==> config.mk <==
export PLATFORM = sky130hd
export DESIGN_NAME = sc_xcvr
export DESIGN_NICKNAME = d
export VERILOG_FILES = /design/src/rtl/sc_pkg.sv /design/src/rtl/sc_clkgen.sv /design/src/rtl/sc_tx.sv /design/src/rtl/sc_rx.sv /design/src/rtl/sc_xcvr.sv
export SDC_FILE = /design/constraint.sdc
export NUM_CORES = 1
export LEC_CHECK = 0
export ABC_AREA = 1
export BUFFER_PORTS_ARGS = -buffer_cell sky130_fd_sc_hd__buf_2
export CORE_MARGIN = 3
export CORE_UTILIZATION = 45
export CTS_CLUSTER_SIZE = 14
export DETAILED_ROUTE_END_ITERATION = 8
export PLACE_DENSITY = 0.65
export SYNTH_ARGS = -nofsm -noshare
export SYNTH_HDL_FRONTEND = slang
export SYNTH_SLANG_ARGS = --single-unit
==> constraint.sdc <==
create_clock -name clk_i -period 9 [get_ports clk_i]
set_input_delay 0.9 -clock clk_i [delete_from_list [all_inputs] [get_ports clk_i]]
set_output_delay 0.9 -clock clk_i [all_outputs]
set_load 0.01 [all_outputs]
==> src/rtl/sc_pkg.sv <==
package sc_pkg;
  localparam int ST_W    = 6;
  localparam int ST_OVR  = 0;
  localparam int ST_FRM  = 1;
  localparam int ST_PAR  = 2;
  localparam int ST_TMO  = 3;
  localparam int ST_NACK = 4;
  localparam int ST_UND  = 5;

  typedef enum logic {DIR_RX = 1'b0, DIR_TX = 1'b1} dir_e;
  typedef enum logic [1:0] {
    CFG_DIV = 2'd0,
    CFG_ETU = 2'd1,
    CFG_GT  = 2'd2,
    CFG_TMO = 2'd3
  } cfg_e;
endpackage

==> src/rtl/sc_clkgen.sv <==
module sc_clkgen #(
  parameter int DIV_W = 16
) (
  input  logic             clk_i,
  input  logic             rst_ni,
  input  logic [DIV_W-1:0] div_i,
  output logic             tick_o,
  output logic             sck_o
);
  logic [DIV_W-1:0] cnt_q;
  logic             run;

  assign run    = (div_i != '0);
  assign tick_o = run && (cnt_q >= div_i - 1'b1);
  assign sck_o  = run && (cnt_q < (div_i >> 1));

  always_ff @(posedge clk_i or negedge rst_ni) begin
    if (!rst_ni)              cnt_q <= '0;
    else if (!run || tick_o)  cnt_q <= '0;
    else                      cnt_q <= cnt_q + 1'b1;
  end

  // counter stays inside the divisor window
  a_r2_cnt_bound: assert property (@(posedge clk_i) disable iff (!rst_ni)
    (run && $stable(div_i)) |-> (cnt_q < div_i));
endmodule

==> src/rtl/sc_tx.sv <==
module sc_tx #(
  parameter int ETU_W = 16,
  parameter int GT_W  = 8
) (
  input  logic             clk_i,
  input  logic             rst_ni,
  input  logic             tick_i,
  input  logic [ETU_W-1:0] etu_i,
  input  logic [GT_W-1:0]  guard_i,
  input  logic             start_i,
  input  logic [7:0]       data_i,
  input  logic             io_i,
  input  logic             clk_stop_i,
  output logic             busy_o,
  output logic             low_o,
  output logic             nack_o,
  output logic             stall_o
);
  localparam int IDX_W = GT_W + 1;

  logic             busy_q;
  logic [ETU_W-1:0] sub_q, etu_m1;
  logic [IDX_W-1:0] idx_q, last_idx;
  logic [9:0]       frame_q;
  logic             etu_end;

  assign etu_m1   = (etu_i == '0) ? '0 : etu_i - 1'b1;
  assign last_idx = IDX_W'(guard_i) + IDX_W'(11);
  assign etu_end  = busy_q && tick_i && (sub_q >= etu_m1);

  always_ff @(posedge clk_i or negedge rst_ni) begin
    if (!rst_ni) begin
      busy_q  <= 1'b0;
      sub_q   <= '0;
      idx_q   <= '0;
      frame_q <= '1;
    end else if (!busy_q) begin
      if (start_i) begin
        busy_q  <= 1'b1;
        sub_q   <= '0;
        idx_q   <= '0;
        frame_q <= {^data_i, data_i, 1'b0};
      end
    end else if (tick_i) begin
      if (sub_q >= etu_m1) begin
        sub_q   <= '0;
        frame_q <= {1'b1, frame_q[9:1]};
        if (idx_q >= last_idx) busy_q <= 1'b0;
        else                   idx_q  <= idx_q + 1'b1;
      end else begin
        sub_q <= sub_q + 1'b1;
      end
    end
  end

  assign busy_o  = busy_q;
  assign low_o   = busy_q && !frame_q[0];
  assign nack_o  = etu_end && (idx_q == IDX_W'(10)) && !io_i;
  assign stall_o = busy_q && clk_stop_i;

  // first cycle of a character is the start bit
  a_r4_start_low: assert property (@(posedge clk_i) disable iff (!rst_ni)
    $rose(busy_q) |-> low_o);
  // line released once parity has gone out
  a_r4_release: assert property (@(posedge clk_i) disable iff (!rst_ni)
    (busy_q && idx_q >= IDX_W'(10)) |-> !low_o);
endmodule

==> src/rtl/sc_rx.sv <==
module sc_rx #(
  parameter int ETU_W = 16,
  parameter int TO_W  = 16
) (
  input  logic             clk_i,
  input  logic             rst_ni,
  input  logic             tick_i,
  input  logic [ETU_W-1:0] etu_i,
  input  logic [TO_W-1:0]  tmo_i,
  input  logic             en_i,
  input  logic             wait_i,
  input  logic             io_i,
  output logic             busy_o,
  output logic             low_o,
  output logic [7:0]       byte_o,
  output logic             byte_ev_o,
  output logic             par_ev_o,
  output logic             frm_ev_o,
  output logic             tmo_ev_o
);
  logic             busy_q, prev_q, bad_q, nack_q, fired_q;
  logic [ETU_W-1:0] sub_q, tsub_q, etu_m1, half;
  logic [3:0]       idx_q;
  logic [7:0]       sh_q;
  logic [TO_W-1:0]  tcnt_q;
  logic             mid, armed, t_end;

  assign etu_m1 = (etu_i == '0) ? '0 : etu_i - 1'b1;
  assign half   = etu_i >> 1;
  assign mid    = busy_q && tick_i && (sub_q == half);

  always_ff @(posedge clk_i or negedge rst_ni) begin
    if (!rst_ni) begin
      busy_q <= 1'b0;
      prev_q <= 1'b1;
      bad_q  <= 1'b0;
      nack_q <= 1'b0;
      sub_q  <= '0;
      idx_q  <= '0;
      sh_q   <= '0;
    end else begin
      prev_q <= io_i;
      if (!busy_q) begin
        nack_q <= 1'b0;
        if (en_i && prev_q && !io_i) begin
          busy_q <= 1'b1;
          sub_q  <= '0;
          idx_q  <= '0;
          bad_q  <= 1'b0;
        end
      end else begin
        if (tick_i) begin
          if (sub_q >= etu_m1) begin
            sub_q <= '0;
            idx_q <= idx_q + 1'b1;
          end else begin
            sub_q <= sub_q + 1'b1;
          end
        end
        if (mid) begin
          if (idx_q == 4'd0) begin
            if (io_i) busy_q <= 1'b0;       // glitch, not a start bit
          end else if (idx_q <= 4'd8) begin
            sh_q <= {io_i, sh_q[7:1]};
          end else if (idx_q == 4'd9) begin
            bad_q <= io_i ^ (^sh_q);
          end else if (idx_q == 4'd10) begin
            nack_q <= bad_q;
          end else begin
            nack_q <= 1'b0;
            busy_q <= 1'b0;
          end
        end
      end
    end
  end

  assign byte_ev_o = mid && (idx_q == 4'd10) && !bad_q && io_i;
  assign frm_ev_o  = mid && (idx_q == 4'd10) && !bad_q && !io_i;
  assign par_ev_o  = mid && (idx_q == 4'd9) && (io_i ^ (^sh_q));
  assign byte_o    = sh_q;
  assign busy_o    = busy_q;
  assign low_o     = nack_q;

  // receive wait timer, counted in etus
  assign armed    = en_i && wait_i && (tmo_i != '0) && !busy_q;
  assign t_end    = armed && !fired_q && tick_i && (tsub_q >= etu_m1);
  assign tmo_ev_o = t_end && (tcnt_q == tmo_i - 1'b1);

  always_ff @(posedge clk_i or negedge rst_ni) begin
    if (!rst_ni) begin
      tsub_q  <= '0;
      tcnt_q  <= '0;
      fired_q <= 1'b0;
    end else if (!armed) begin
      tsub_q  <= '0;
      tcnt_q  <= '0;
      fired_q <= 1'b0;
    end else if (tmo_ev_o) begin
      fired_q <= 1'b1;
    end else if (t_end) begin
      tsub_q <= '0;
      tcnt_q <= tcnt_q + 1'b1;
    end else if (tick_i && !fired_q) begin
      tsub_q <= tsub_q + 1'b1;
    end
  end

  // error pulse only inside a character
  a_r8_nack_in_frame: assert property (@(posedge clk_i) disable iff (!rst_ni)
    nack_q |-> busy_q);
  // a good character never triggers the error pulse
  a_r7_quiet_good: assert property (@(posedge clk_i) disable iff (!rst_ni)
    byte_ev_o |=> !nack_q);
  // one timeout event per wait
  a_r11_tmo_once: assert property (@(posedge clk_i) disable iff (!rst_ni)
    tmo_ev_o |=> !tmo_ev_o);
endmodule

==> src/rtl/sc_xcvr.sv <==
module sc_xcvr
  import sc_pkg::*;
#(
  parameter int DIV_W   = 16,
  parameter int ETU_W   = 16,
  parameter int GT_W    = 8,
  parameter int TO_W    = 16,
  parameter int CFG_W   = 16,
  parameter int DIV_RST = 13,
  parameter int ETU_RST = 372,
  parameter int GT_RST  = 5,
  parameter int TO_RST  = 0
) (
  input  logic             clk_i,
  input  logic             rst_ni,
  input  logic             cfg_we_i,
  input  logic [1:0]       cfg_addr_i,
  input  logic [CFG_W-1:0] cfg_wdata_i,
  output logic             sck_o,
  input  logic             io_i,
  output logic             io_low_o,
  input  logic             tx_valid_i,
  output logic             tx_ready_o,
  input  logic [7:0]       tx_data_i,
  output logic             rx_valid_o,
  input  logic             rx_ready_i,
  output logic [7:0]       rx_data_o,
  output logic [ST_W-1:0]  status_o
);
  logic [DIV_W-1:0] div_q;
  logic [ETU_W-1:0] etu_q;
  logic [GT_W-1:0]  gt_q;
  logic [TO_W-1:0]  tmo_q;
  dir_e             dir_q;
  logic [1:0]       io_sync_q;
  logic             io_s, tick;
  logic             tx_busy, tx_low, tx_nack, tx_stall, tx_accept;
  logic             rx_busy, rx_low, byte_ev, par_ev, frm_ev, tmo_ev;
  logic [7:0]       rx_byte, rx_data_q;
  logic             rx_valid_q, ovr_ev, sw_rx, clr;
  logic [ST_W-1:0]  status_q, ev;

  always_ff @(posedge clk_i or negedge rst_ni) begin
    if (!rst_ni) begin
      div_q <= DIV_W'(DIV_RST);
      etu_q <= ETU_W'(ETU_RST);
      gt_q  <= GT_W'(GT_RST);
      tmo_q <= TO_W'(TO_RST);
    end else if (cfg_we_i) begin
      unique case (cfg_e'(cfg_addr_i))
        CFG_DIV: div_q <= DIV_W'(cfg_wdata_i);
        CFG_ETU: etu_q <= ETU_W'(cfg_wdata_i);
        CFG_GT:  gt_q  <= GT_W'(cfg_wdata_i);
        CFG_TMO: tmo_q <= TO_W'(cfg_wdata_i);
      endcase
    end
  end

  always_ff @(posedge clk_i or negedge rst_ni) begin
    if (!rst_ni) io_sync_q <= 2'b11;
    else         io_sync_q <= {io_sync_q[0], io_i};
  end
  assign io_s = io_sync_q[1];

  sc_clkgen #(.DIV_W(DIV_W)) u_clk (
    .clk_i (clk_i), .rst_ni (rst_ni), .div_i (div_q),
    .tick_o(tick),  .sck_o  (sck_o)
  );

  sc_tx #(.ETU_W(ETU_W), .GT_W(GT_W)) u_tx (
    .clk_i     (clk_i),     .rst_ni (rst_ni),  .tick_i (tick),
    .etu_i     (etu_q),     .guard_i(gt_q),    .start_i(tx_accept),
    .data_i    (tx_data_i), .io_i   (io_s),    .clk_stop_i(div_q == '0),
    .busy_o    (tx_busy),   .low_o  (tx_low),  .nack_o (tx_nack),
    .stall_o   (tx_stall)
  );

  sc_rx #(.ETU_W(ETU_W), .TO_W(TO_W)) u_rx (
    .clk_i    (clk_i),   .rst_ni  (rst_ni),  .tick_i  (tick),
    .etu_i    (etu_q),   .tmo_i   (tmo_q),   .en_i    (dir_q == DIR_RX),
    .wait_i   (rx_ready_i && !rx_valid_q),   .io_i    (io_s),
    .busy_o   (rx_busy), .low_o   (rx_low),  .byte_o  (rx_byte),
    .byte_ev_o(byte_ev), .par_ev_o(par_ev),  .frm_ev_o(frm_ev),
    .tmo_ev_o (tmo_ev)
  );

  assign tx_ready_o = !tx_busy && !((dir_q == DIR_RX) && rx_busy);
  assign tx_accept  = tx_valid_i && tx_ready_o;
  assign sw_rx      = (dir_q == DIR_TX) && rx_ready_i && !tx_busy && !tx_valid_i;
  assign clr        = sw_rx || (tx_accept && dir_q == DIR_RX);

  always_ff @(posedge clk_i or negedge rst_ni) begin
    if (!rst_ni)        dir_q <= DIR_RX;
    else if (tx_accept) dir_q <= DIR_TX;
    else if (sw_rx)     dir_q <= DIR_RX;
  end

  // receive holding register
  assign ovr_ev = byte_ev && rx_valid_q && !rx_ready_i;
  always_ff @(posedge clk_i or negedge rst_ni) begin
    if (!rst_ni) begin
      rx_valid_q <= 1'b0;
      rx_data_q  <= '0;
    end else if (byte_ev && !ovr_ev) begin
      rx_valid_q <= 1'b1;
      rx_data_q  <= rx_byte;
    end else if (rx_ready_i) begin
      rx_valid_q <= 1'b0;
    end
  end

  always_comb begin
    ev          = '0;
    ev[ST_OVR]  = ovr_ev;
    ev[ST_FRM]  = frm_ev;
    ev[ST_PAR]  = par_ev;
    ev[ST_TMO]  = tmo_ev;
    ev[ST_NACK] = tx_nack;
    ev[ST_UND]  = tx_stall;
  end

  always_ff @(posedge clk_i or negedge rst_ni) begin
    if (!rst_ni)  status_q <= '0;
    else if (clr) status_q <= '0;
    else          status_q <= status_q | ev;
  end

  assign io_low_o   = tx_low | rx_low;
  assign rx_valid_o = rx_valid_q;
  assign rx_data_o  = rx_data_q;
  assign status_o   = status_q;

  // turnaround to receive wipes the flags
  a_r12_clear_on_rx: assert property (@(posedge clk_i) disable iff (!rst_ni)
    sw_rx |=> (status_q == '0));
  // transmitter and receiver never drive the line together
  a_r4_one_driver: assert property (@(posedge clk_i) disable iff (!rst_ni)
    !(tx_low && rx_low));
  // overrun keeps the held byte
  a_r10_keep_byte: assert property (@(posedge clk_i) disable iff (!rst_ni)
    ovr_ev |=> ($stable(rx_data_q) && rx_valid_q));
endmodule

==> impl_metrics.csv <==
group,metric,value,unit
outcome,status,"finished clean",
timing,finClkSkew,0.0174,ns
timing,tns,0,ns
synthesis,yosys-top-cells-area,"dfrtp_1, nand2_1, ha_1, xor2_1, inv_1",
timing,rsz0062_at_grt,"no",
synthesis,syn-cell-area,13200,µm²
worst_setup_path,r2r-start,"etu_q[0]",
detailed_routing,wl,32900,µm
synthesis,synthSimpleGateAreaFrac,0.287,
clocking,clk_pin_slew,0.08,ns
clocking,post_cts_buffers,0,
detailed_routing,drc,0,
clocking,clk-insertion-delay-late,0.46,ns
timing,slew_violations,0,
place,dpl.hpwl,24400,µm
final_layout,fin_cells,2178,
worst_setup_path,worstSetupPathType,"flip-flop to flip-flop",
global_route,grt_usage,0.218,
global_route,grtUsageMet3,0.0334,
final_layout,n_antenna_cell,0,
clocking,cts_root_buffer,"clkbuf_16",
synthesis,synth_seq_area_share,0.364,
final_layout,n_fill_cell,2859,
worst_setup_path,critical_path_required,9.35,ns
synthesis,synth.distinct_cells,52,
detailed_routing,drt_iter0_markers,824,
synthesis,synthMuxAreaShare,0,
clocking,clockBufferDepth,2,
place,place_congestion,0.921,
timing,final-hold-violation-count,0,
synthesis,synth_most_common_cell,"nand2_1",
worst_setup_path,critPathMaxFanout,20,
timing,fin_crit_sh,0.542,
synthesis,synthTopCellsByCount,"nand2_1, inv_1, dfrtp_1",
worst_setup_path,crit_path_start_kind,"flip-flop",
floorplan,die-area,31500,µm²
synthesis,syn_area_per_cell,7.55,µm²
job,cap_violations,0,
timing,maxClockFrequency,205,MHz
global_route,grtUsageMet2,0.345,
synthesis,synth_xor_area_frac,0.0795,
pwr,vdd_ir_drop_max,0.000122,V
synthesis,yosys.area.top_type,"dfrtp_1",
clocking,htree_num_levels,4,
synthesis,netlist.area_leader.share,0.318,
synthesis,synth_top_family_by_area,"simple AND/OR/NAND/NOR gates",
synthesis,synthesis.nets,1885,
synthesis,synth_fa_ha_area_frac,0.0975,
global_route,busiest_layer,"met2",
place,dp_cells,2146,
global_route,grt_pass1_vias,10862,
synthesis,ys.warnings.count,0,
clocking,cts.hold.buffers_added,0,
floorplan,fp-row-count,62,
global_route,grt_overflow,0,
floorplan,dieHeight,177,µm
worst_setup_path,cp-startpoint,"etu_q[0]",
hold_path,hold_class,"flip-flop to flip-flop",
timing,worstMarginPinSlew,1.03,ns
final_layout,nets,1916,
floorplan,initial_core_util,0.458,
floorplan,core,28900,µm²
timing,layout_min_cycle_time,4.88,ns
synthesis,synth_cells,1750,
final_layout,syn_to_final_growth,8.56,%
worst_setup_path,critPathCaptureType,"flip-flop",
final_layout,drive_above_1_share,0.0998,
floorplan,io_pins,50,
detailed_routing,via_per_inst,5.25,
global_route,use_met1,0.306,
detailed_routing,ant_nets,0,
timing,slew_headroom,0.312,
clocking,cts_tree,"done",
synthesis,async_flop_share,1.00,
synthesis,synth_compound_area_frac,0.0957,
clocking,cts_sinks,191,
pwr,power,2.44,mW
detailed_routing,firstDrtPassIters,5,
clocking,cts-buffers-inserted,17,
pwr,power-per-cell-area,170,nW/µm²
floorplan,die_x,177,µm
place,port_buffers,49,
timing,setup_viol,0,
detailed_routing,vias,11433,
global_route,grt_pass1_wl,55000,µm
global_route,antenna_found_initial,0,
synthesis,synth_flop_cell,"dfrtp_1",
global_route,grt_max_degree,116,
synthesis,synth_edf_count,0,
clocking,post_cts_resized,0,
synthesis,synth-seq-cells,191,
detailed_routing,wire_per_inst,15.1,µm
pwr,p_leak,6.89,nW
hold_path,hold_start,"io_sync_q[0]",
worst_setup_path,worstPathArrival,5.22,ns
-- cell usage in the layout (no fill, tap or decap), types with 5 or more instances in the layout --
cell / synthesis / routed
o211ai_1: 7 / 7
o21ai_0: 128 / 128
a21oi_1: 62 / 62
o22ai_1: 5 / 5
ha_1: 103 / 103
inv_6: 0 / 5
nor4_1: 13 / 13
nand4_1: 35 / 35
o21ai_2: 9 / 9
dfrtp_1: 168 / 168
nand3_1: 109 / 109
o21ai_1: 5 / 5
inv_1: 197 / 197
nand2_2: 25 / 25
dfstp_2: 23 / 23
clkbuf_16: 0 / 17
buf_2: 8 / 48
nand2_1: 448 / 448
inv_2: 8 / 8
xnor2_1: 27 / 27
nand3b_1: 5 / 5
nor2_1: 126 / 126
nor3_1: 65 / 65
xor2_1: 93 / 93
or2_2: 5 / 5
nor2_2: 9 / 9
-- path summary, 6_finish.rpt --
| kind | end | slack (ns) | depth (start not counted) |
|---|---|---|---|
| min | io_sync_q[1] | 0.37 | 0 |
| max reg2reg | u_rx.tsub_q[11] | 4.12 | 20 |
| max in group asynchronous | status_o[3] | 6.87 | 2 |
| min in group asynchronous | u_tx.idx_q[6] | 0.60 | 1 |
| max | u_rx.tsub_q[11] | 4.12 | 20 |
| min reg2reg | io_sync_q[1] | 0.37 | 0 |
-- per-layer routing --
layer  share of wire  up-vias
li1                -     5776
met1            0.47     5351
met2            0.45      255
met3           0.049       51
met4           0.026        0
met5               0        -
-- per-stage QoR --
| stage | setup WS [ns] | instance area [µm²] | utilization | hold WS (ns) |
|---|---|---|---|---|
| 5_1_grt | 3.48 | 14300 | 0.497 | 0.375 |
| 4_1_cts | 4.21 | 14300 | 0.497 | 0.369 |
| 3_3_place_gp | 4.38 | 13800 | 0.477 | 0.355 |
| 3_5_place_dp | 4.23 | 13800 | 0.477 | 0.357 |
| 2_1_floorplan | 5.75 | 13200 | - | 0.345 |
| 6_report | 4.12 | 14300 | 0.497 | 0.366 |
-- state kept, by name (all words and copies together) (netlist names), 9 cells and up --
register,cells
u_tx.sub_q,16
u_clk.cnt_q,16
div_q,16
u_rx.tsub_q,16
etu_q,16
u_tx.idx_q,9
u_tx.frame_q,10
tmo_q,16
u_rx.sub_q,16
u_rx.tcnt_q,16
-- worst max-delay path: stages, from the launching register on --
cell	delay (ns)
dfrtp_1	0.39
inv_1	0.08
ha_1	0.22
nand2_1	0.13
nor4_1	0.53
nand3_1	0.18
nor4_1	0.30
nor2_1	0.07
a21oi_1	0.40
ha_1	0.22
nand4_1	0.13
nor2_1	0.16
nand3_1	0.08
nand3_1	0.12
inv_1	0.09
nor2_4	0.32
nand2_2	0.38
nand2_2	0.41
clkinv_1	0.34
nand2_1	0.14
nand2_1	0.05
-- logic make-up (layout without fill, tap and decap cells) --
group / after synthesis / after routing
AOI/OAI and AO/OA: 230 / 230
xor gates and xnor gates: 120 / 120
adders and majority gates: 103 / 103
buffers and inverters: 248 / 292
DFF: 191 / 191
and+or+nand+nor: 858 / 858
-- final cells by class --
cell class	count	area, µm²	area share
Multi-Input combinational cell	1311	7400	0.516
Sequential cell	191	4810	0.335
Inverter	207	777	0.0542
Tap cell	384	480	0.0335
Clock buffer	18	429	0.0299
Timing Repair Buffer	53	284	0.0198
Clock inverter	14	164	0.0114
-- power breakdown --
| part | leakage, nW | total [mW] | switching (mW) | internal (mW) |
|---|---|---|---|---|
| combinational | 4.16 | 0.624 | 0.384 | 0.240 |
| sequential | 2.45 | 1.04 | 0.105 | 0.939 |
| clock | 0.284 | 0.771 | 0.375 | 0.397 |
| total | 6.89 | 2.44 | 0.864 | 1.58 |
Power figures use the tool's default switching activity.
